**config.mk**
```make
export PLATFORM = sky130hd
export DESIGN_NAME = wide_xor_unit
export DESIGN_NICKNAME = d
export VERILOG_FILES = /design/src/rtl/wxor_pkg.sv /design/src/rtl/wxor_in_stage.sv /design/src/rtl/wxor_accum.sv /design/src/rtl/wxor_reduce.sv /design/src/rtl/wide_xor_unit.sv
export SDC_FILE = /design/constraint.sdc
export NUM_CORES = 1
export LEC_CHECK = 0
export BUFFER_PORTS_ARGS = -buffer_cell sky130_fd_sc_hd__buf_4
export CAP_MARGIN = 20
export CORE_AREA = 2 2 134 136
export CTS_BUF_LIST = sky130_fd_sc_hd__clkbuf_8
export CTS_CLUSTER_SIZE = 16
export DETAILED_ROUTE_END_ITERATION = 6
export DIE_AREA = 0 0 136 138
export PLACE_DENSITY = 0.6
export SYNTH_ARGS = -nofsm -noshare
export SYNTH_HDL_FRONTEND = slang
export SYNTH_HIERARCHICAL = 1
export SYNTH_SLANG_ARGS = --single-unit
export TNS_END_PERCENT = 30
```
**constraint.sdc**
```tcl
create_clock -name clk -period 4.5 [get_ports clk]
set_clock_uncertainty 0.05 [all_clocks]
set_input_delay 0.45 -clock clk [delete_from_list [all_inputs] [get_ports clk]]
set_output_delay 0.45 -clock clk [all_outputs]
set_load 0.05 [all_outputs]
```
**src/rtl/wxor_pkg.sv**
```systemverilog
package wxor_pkg;

    // Default operand widths; the joined word is their sum.
    localparam int DEF_A_W = 30;
    localparam int DEF_B_W = 18;

    // The parity bus is fixed at eight lanes by the coarse bit placement.
    localparam int PAR_W = 8;

    // Coarse-layout lane positions.
    localparam int CO_HALF_LO_BIT = 1;
    localparam int CO_ALL_BIT     = 3;
    localparam int CO_HALF_HI_BIT = 5;
    localparam int CO_SPARE_BIT   = 7;

    typedef enum logic {
        SEG_FINE   = 1'b0,
        SEG_COARSE = 1'b1
    } seg_mode_e;

    // Lane that carries quarter q in the coarse layout.
    function automatic int quarter_lane(input int q);
        return 2 * q;
    endfunction

endpackage

```
**src/rtl/wxor_in_stage.sv**
```systemverilog
module wxor_in_stage
    import wxor_pkg::*;
#(
    parameter int A_W = DEF_A_W,
    parameter int B_W = DEF_B_W,
    localparam int W  = A_W + B_W
) (
    input  logic           clk,
    input  logic           rst,
    input  logic [A_W-1:0] op_a,
    input  logic [B_W-1:0] op_b,
    input  logic [W-1:0]   op_c,
    input  logic           mode_sel,
    input  logic           acc_en,
    output logic [W-1:0]   ab_q,
    output logic [W-1:0]   c_q,
    output seg_mode_e      mode_q,
    output logic           acc_q
);

    // Data and controls share one register stage so they stay aligned.
    always_ff @(posedge clk) begin
        if (rst) begin
            ab_q   <= '0;
            c_q    <= '0;
            mode_q <= SEG_FINE;
            acc_q  <= 1'b0;
        end else begin
            ab_q   <= {op_a, op_b};
            c_q    <= op_c;
            mode_q <= seg_mode_e'(mode_sel);
            acc_q  <= acc_en;
        end
    end

endmodule

```
**src/rtl/wxor_accum.sv**
```systemverilog
module wxor_accum #(
    parameter int W = 48
) (
    input  logic         clk,
    input  logic         rst,
    input  logic [W-1:0] ab_q,
    input  logic [W-1:0] c_q,
    input  logic         acc_q,
    output logic [W-1:0] word_d,
    output logic [W-1:0] p_q
);

    logic [W-1:0] fb;

    // Feedback term is gated, not muxed into an operand, to keep one XOR3 level.
    always_comb begin
        fb     = acc_q ? p_q : '0;
        word_d = ab_q ^ c_q ^ fb;
    end

    always_ff @(posedge clk) begin
        if (rst) begin
            p_q <= '0;
        end else begin
            p_q <= word_d;
        end
    end

endmodule

```
**src/rtl/wxor_reduce.sv**
```systemverilog
module wxor_reduce
    import wxor_pkg::*;
#(
    parameter int W  = 48,
    localparam int FS = W / PAR_W,
    localparam int QS = W / 4
) (
    input  logic             clk,
    input  logic             rst,
    input  logic [W-1:0]     word_d,
    input  seg_mode_e        mode_q,
    output logic [PAR_W-1:0] par_q
);

    logic [PAR_W-1:0] fine_v;
    logic [3:0]       quarter_v;
    logic [1:0]       half_v;
    logic             all_v;
    logic [PAR_W-1:0] coarse_v;

    // Leaf parities over the narrow slices.
    for (genvar k = 0; k < PAR_W; k++) begin : g_fine
        assign fine_v[k] = ^word_d[k*FS +: FS];
    end

    // Quarter parities; halves and total reuse them as a tree.
    for (genvar q = 0; q < 4; q++) begin : g_quarter
        assign quarter_v[q] = ^word_d[q*QS +: QS];
    end

    assign half_v[0] = quarter_v[0] ^ quarter_v[1];
    assign half_v[1] = quarter_v[2] ^ quarter_v[3];
    assign all_v     = half_v[0] ^ half_v[1];

    always_comb begin
        coarse_v = '0;
        for (int q = 0; q < 4; q++) begin
            coarse_v[quarter_lane(q)] = quarter_v[q];
        end
        coarse_v[CO_HALF_LO_BIT] = half_v[0];
        coarse_v[CO_HALF_HI_BIT] = half_v[1];
        coarse_v[CO_ALL_BIT]     = all_v;
        coarse_v[CO_SPARE_BIT]   = 1'b0;
    end

    always_ff @(posedge clk) begin
        if (rst) begin
            par_q <= '0;
        end else if (mode_q == SEG_COARSE) begin
            par_q <= coarse_v;
        end else begin
            par_q <= fine_v;
        end
    end

endmodule

```
**src/rtl/wide_xor_unit.sv**
```systemverilog
module wide_xor_unit
    import wxor_pkg::*;
#(
    parameter int A_W = DEF_A_W,
    parameter int B_W = DEF_B_W
) (
    input  logic                 clk,
    input  logic                 rst,
    input  logic [A_W-1:0]       op_a,
    input  logic [B_W-1:0]       op_b,
    input  logic [A_W+B_W-1:0]   op_c,
    input  logic                 mode_sel,
    input  logic                 acc_en,
    output logic [A_W+B_W-1:0]   p_out,
    output logic [PAR_W-1:0]     xor_out
);

    localparam int W = A_W + B_W;

    logic [W-1:0] ab_q;
    logic [W-1:0] c_q;
    seg_mode_e    mode_q;
    logic         acc_q;
    logic [W-1:0] word_d;

    wxor_in_stage #(.A_W(A_W), .B_W(B_W)) u_in (
        .clk      (clk),
        .rst      (rst),
        .op_a     (op_a),
        .op_b     (op_b),
        .op_c     (op_c),
        .mode_sel (mode_sel),
        .acc_en   (acc_en),
        .ab_q     (ab_q),
        .c_q      (c_q),
        .mode_q   (mode_q),
        .acc_q    (acc_q)
    );

    wxor_accum #(.W(W)) u_acc (
        .clk    (clk),
        .rst    (rst),
        .ab_q   (ab_q),
        .c_q    (c_q),
        .acc_q  (acc_q),
        .word_d (word_d),
        .p_q    (p_out)
    );

    wxor_reduce #(.W(W)) u_red (
        .clk    (clk),
        .rst    (rst),
        .word_d (word_d),
        .mode_q (mode_q),
        .par_q  (xor_out)
    );

endmodule

```
==> results.txt <==
- The analysis attributes to cell leakage a power of 3.94 nW.
* CTS clock-pin slew for the worst setup and hold paths: 0.09 ns
- Routability-driven placement finished with a final weighted congestion of 0.706.
- Root buffer cell: sky130_fd_sc_hd__clkbuf_8
- Worst path max stage delay: 0.96 ns
- Category of the most critical setup path: reg -> reg
* Most common library cell in the layout ignoring fill and taps: sky130_fd_sc_hd__buf_4
* Reported max-cap violation count: 0
* Sequential standard cell area: 3090 µm²
- Count of fill cells added during filler insertion: 1693
- Type of the worst min-delay path: in -> reg
- The run finished with clean final reports.
* Number of hold-repair buffers added at the cts stage: 0
- Synth area leader: sky130_fd_sc_hd__dfxtp_1
- Startpoint type of the worst setup path: flip-flop
* Multi-input gate area in the final layout: 3490 µm²
- Of the post-synthesis cell area, the dominant cell type holds 45.3%.
- After the first detailed-routing iteration, the DRC count stood at 136.
* Time the final worst path needs with I/O delays and setup: 3.30 ns
* Adder and majority gate portion of the synthesized area: 0%
* Vertical die dimension: 138 µm
* Worst setup path start: u_in/acc_q$_SDFF_PP0_
- Total number of placement rows: 49
- CTS saw 154 sinks.
- Sequential share of the synthesized area: 45.3%
- Yosys warns: 6
* Max-slew violation count: 0
- Post-route DRC: 0
- Layout overhead on the synthesized area: 24.4%
* Cell repeated most along the worst path: sky130_fd_sc_hd__xnor2_1
* Post-synthesis cell type count: 24
- After synthesis the netlist holds a flip-flop and latch count of 154.
* Net total in the final layout: 879
* Number of setup buffers added after CTS: 0
- Maximum fanout along the worst path: 108
- Setup tns final: 0 ns
- Launch point of the worst reg-to-reg path: u_in/acc_q$_SDFF_PP0_
- Chip width: 136 µm
- Detailed placement finished with a half-perimeter wire length of 8810 µm.
- The number of endpoints with negative hold slack in the final report was 0.
- Power per standard cell area: 457 nW/µm²
- In this run the critical register-to-register path is captured at u_red/par_q[3]$_SDFF_PP0_.
* Global-route wire length before repair: 20700 µm
- The synthesized netlist devotes 3.72% of its cell area to compound gates.
* Critical Path End: u_red/par_q[3]$_SDFF_PP0_
* Synthesized area divided by synthesized cell count: 10.6 µm²
* H-Tree Depth: 4
- Across every metal layer, demand over resource in global routing totals 13.9%.
- The number of antenna violations at the first check in global routing is 0.
* Count of antenna-violating nets left after detailed routing: 0
* Number of buffers created by CTS: 17
- The via count of the first global-routing pass is 4458.
* Multiplexer share of the synthesized area: 7.95%
* Instance count on the critical path: 9
- Clock Tree Buf Depth: 2
- Number of top-level pins: 156
- Post-Syn Instances: 639
- Relative slew slack: 36.8%
* Cell family contributing the most delay on the critical path: XOR/XNOR gates
- Setup repair after global routing left no endpoint under its margin.
- Area share of xor/xnor cells in the synthesized design: 20.9%
- Yosys attributes the largest share of cell area to sky130_fd_sc_hd__dfxtp_1 45%, sky130_fd_sc_hd__xnor2_1 9.3%, sky130_fd_sc_hd__nor2b_1 9.0%.
* Total iterations of the first detailed-routing run: 4
* Worst-margin pin slew: 0.949 ns
- Via Count: 4515
- Final number of setup-violating endpoints: 0
- TritonCTS built the clock tree.
- Number of cell instances on the worst register-to-register path: 9
- Cells resized by post-CTS repair: 0
- VDD sags by at most 0.181 mV.
- Dividing the detail-routed wire length by the instance count gives 12.4 µm.
- The signal on the critical path passes through buf_4 -> nand2_1 -> xnor2_1 -> xnor2_1 -> xnor3_2 -> xnor2_2 -> xor3_1 -> and3_1 -> nor3_2.
- For this configuration, the core starts out at a cell density of 38.8%.
* Fraction of layout cells with a size suffix above 1: 31.2%
- Largest net degree at the start of global routing: 145
- Max Clk Rate: 303 MHz
- Final worst path period share: 73.4%
- The floorplan step defined a core boundary enclosing 17500 µm².
* Grt total ovfl: 0
- The library cells used most frequently in the layout, excluding fill and tap cells, are 158 x sky130_fd_sc_hd__buf_4, 153 x sky130_fd_sc_hd__dfxtp_1, 98 x sky130_fd_sc_hd__nor2b_1, 72 x sky130_fd_sc_hd__xnor2_1, 56 x sky130_fd_sc_hd__xor2_1.
* Fraction of the mapped netlist area in simple logic gates: 18.8%
- Data required time at the worst endpoint: 4.82 ns
* Internal reg-to-reg setup slack: 1.20 ns
- Input and output buffers added on the ports amount to 155.
* Die Area: 18800 µm²
- For this block, the routed nets add up to 12700 µm of wire.
* Buffer and inverter count on the worst path: 1
- DR vias/cell: 4.42
* Area of the mapped netlist: 6800 µm²
* Critical Path End Type: flip-flop
- For the worst-skew pair, the clock arrives at the later sink with an insertion delay of 0.45 ns.
* Combinational family with the most area after synthesis: XOR/XNOR gates
* Total nets after synthesis: 739
* Number of diodes: 0
- Slowest cell on the critical path: sky130_fd_sc_hd__dfxtp_4
* Final core area utilization: 48.2%
- For the worst setup path, the data arrival time is 3.63 ns.
registers in the layout, indices dropped and copies added, names as in the netlist:
name         flops
u_red/par_q      8
u_in/c_q        48
u_acc/p_q       48
u_in/ab_q       48
u_in/acc_q       1
u_in/mode_q      1
worst min path at each step:
| stage | start | endpoint | depth (start not counted) |
|---|---|---|---|
| final | op_c[20] | u_in/c_q[20]$_SDFF_PP0_ | 2 |
| after global routing | op_c[20] | u_in/c_q[20]$_SDFF_PP0_ | 2 |
| after CTS | op_c[20] | u_in/c_q[20]$_SDFF_PP0_ | 2 |
| after detailed placement | u_acc/p_q[45]$_SDFF_PP0_ | u_acc/p_q[45]$_SDFF_PP0_ | 2 |
| after global placement | u_acc/p_q[45]$_SDFF_PP0_ | u_acc/p_q[45]$_SDFF_PP0_ | 2 |
| after floorplan | u_in/mode_q$_SDFF_PP0_ | u_red/par_q[7]$_SDFF_PP0_ | 2 |
synthesized netlist by cell type, drive strengths merged:
| master | instances |
|---|---|
| a211oi | 1 |
| nor2b | 98 |
| nand2b | 2 |
| buf | 33 |
| nand2 | 51 |
| and3b | 48 |
| nor3 | 2 |
| xor3 | 1 |
| mux2 | 48 |
| clkbuf | 4 |
| a21oi | 49 |
| dfxtp | 154 |
| xnor3 | 10 |
| nor2 | 6 |
| xnor2 | 74 |
| clkdlybuf4s25 | 1 |
| xor2 | 56 |
| and3 | 1 |
area by class of cell:
cell class	instances	share of cell area (%)
Clock buffer	21	3.42
Clock inverter	11	1.24
Multi-Input combinational cell	447	41.3
Sequential cell	154	36.5
Tap cell	229	3.39
Timing Repair Buffer	159	14.2
where the power goes:
part | leakage [nW] | total [W] | switching [W] | internal (W)
clock | 0.213 | 0.00103 | 0.000491 | 0.000541
sequential | 1.28 | 0.00156 | 0.0000800 | 0.00148
combinational | 2.44 | 0.00127 | 0.000610 | 0.000665
total | 3.94 | 0.00387 | 0.00118 | 0.00268
per-stage QoR:
step / cells / area (µm²) / hold slack (ns) / setup WS [ns] / power, W
3_3_place_gp: 989 / 8070 / 0.546 / 1.32 / 0.00287
2_1_floorplan: 639 / 6800 / 0.466 / 1.86 / 0.00258
6_report: 1021 / 8460 / 0.152 / 1.20 / 0.00387
4_1_cts: 1021 / 8460 / 0.120 / 1.18 / 0.00394
5_1_grt: 1021 / 8460 / 0.121 / 0.943 / 0.00408
3_5_place_dp: 989 / 8070 / 0.556 / 1.24 / 0.00288
logic make-up after synthesis:
logic type                after synthesis
muxes                                  48
buffers and inverters                  38
and+or+nand+nor                       208
xor gates and xnor gates              141
DFF                                   154
AOI/OAI and AO/OA                      50
per-layer routing:
metal | share of wire (%) | wire length [µm] | vias up | GRT usage [%]
li1 | - | - | 2343 | -
met4 | 2.1 | 270 | 0 | 6.30
met5 | 0 | 0 | - | 0
met3 | 4.9 | 628 | 19 | 3.78
met2 | 49 | 6220 | 94 | 23.6
met1 | 44 | 5590 | 2059 | 16.2
Note: power is estimated with default switching activity, not from simulation.
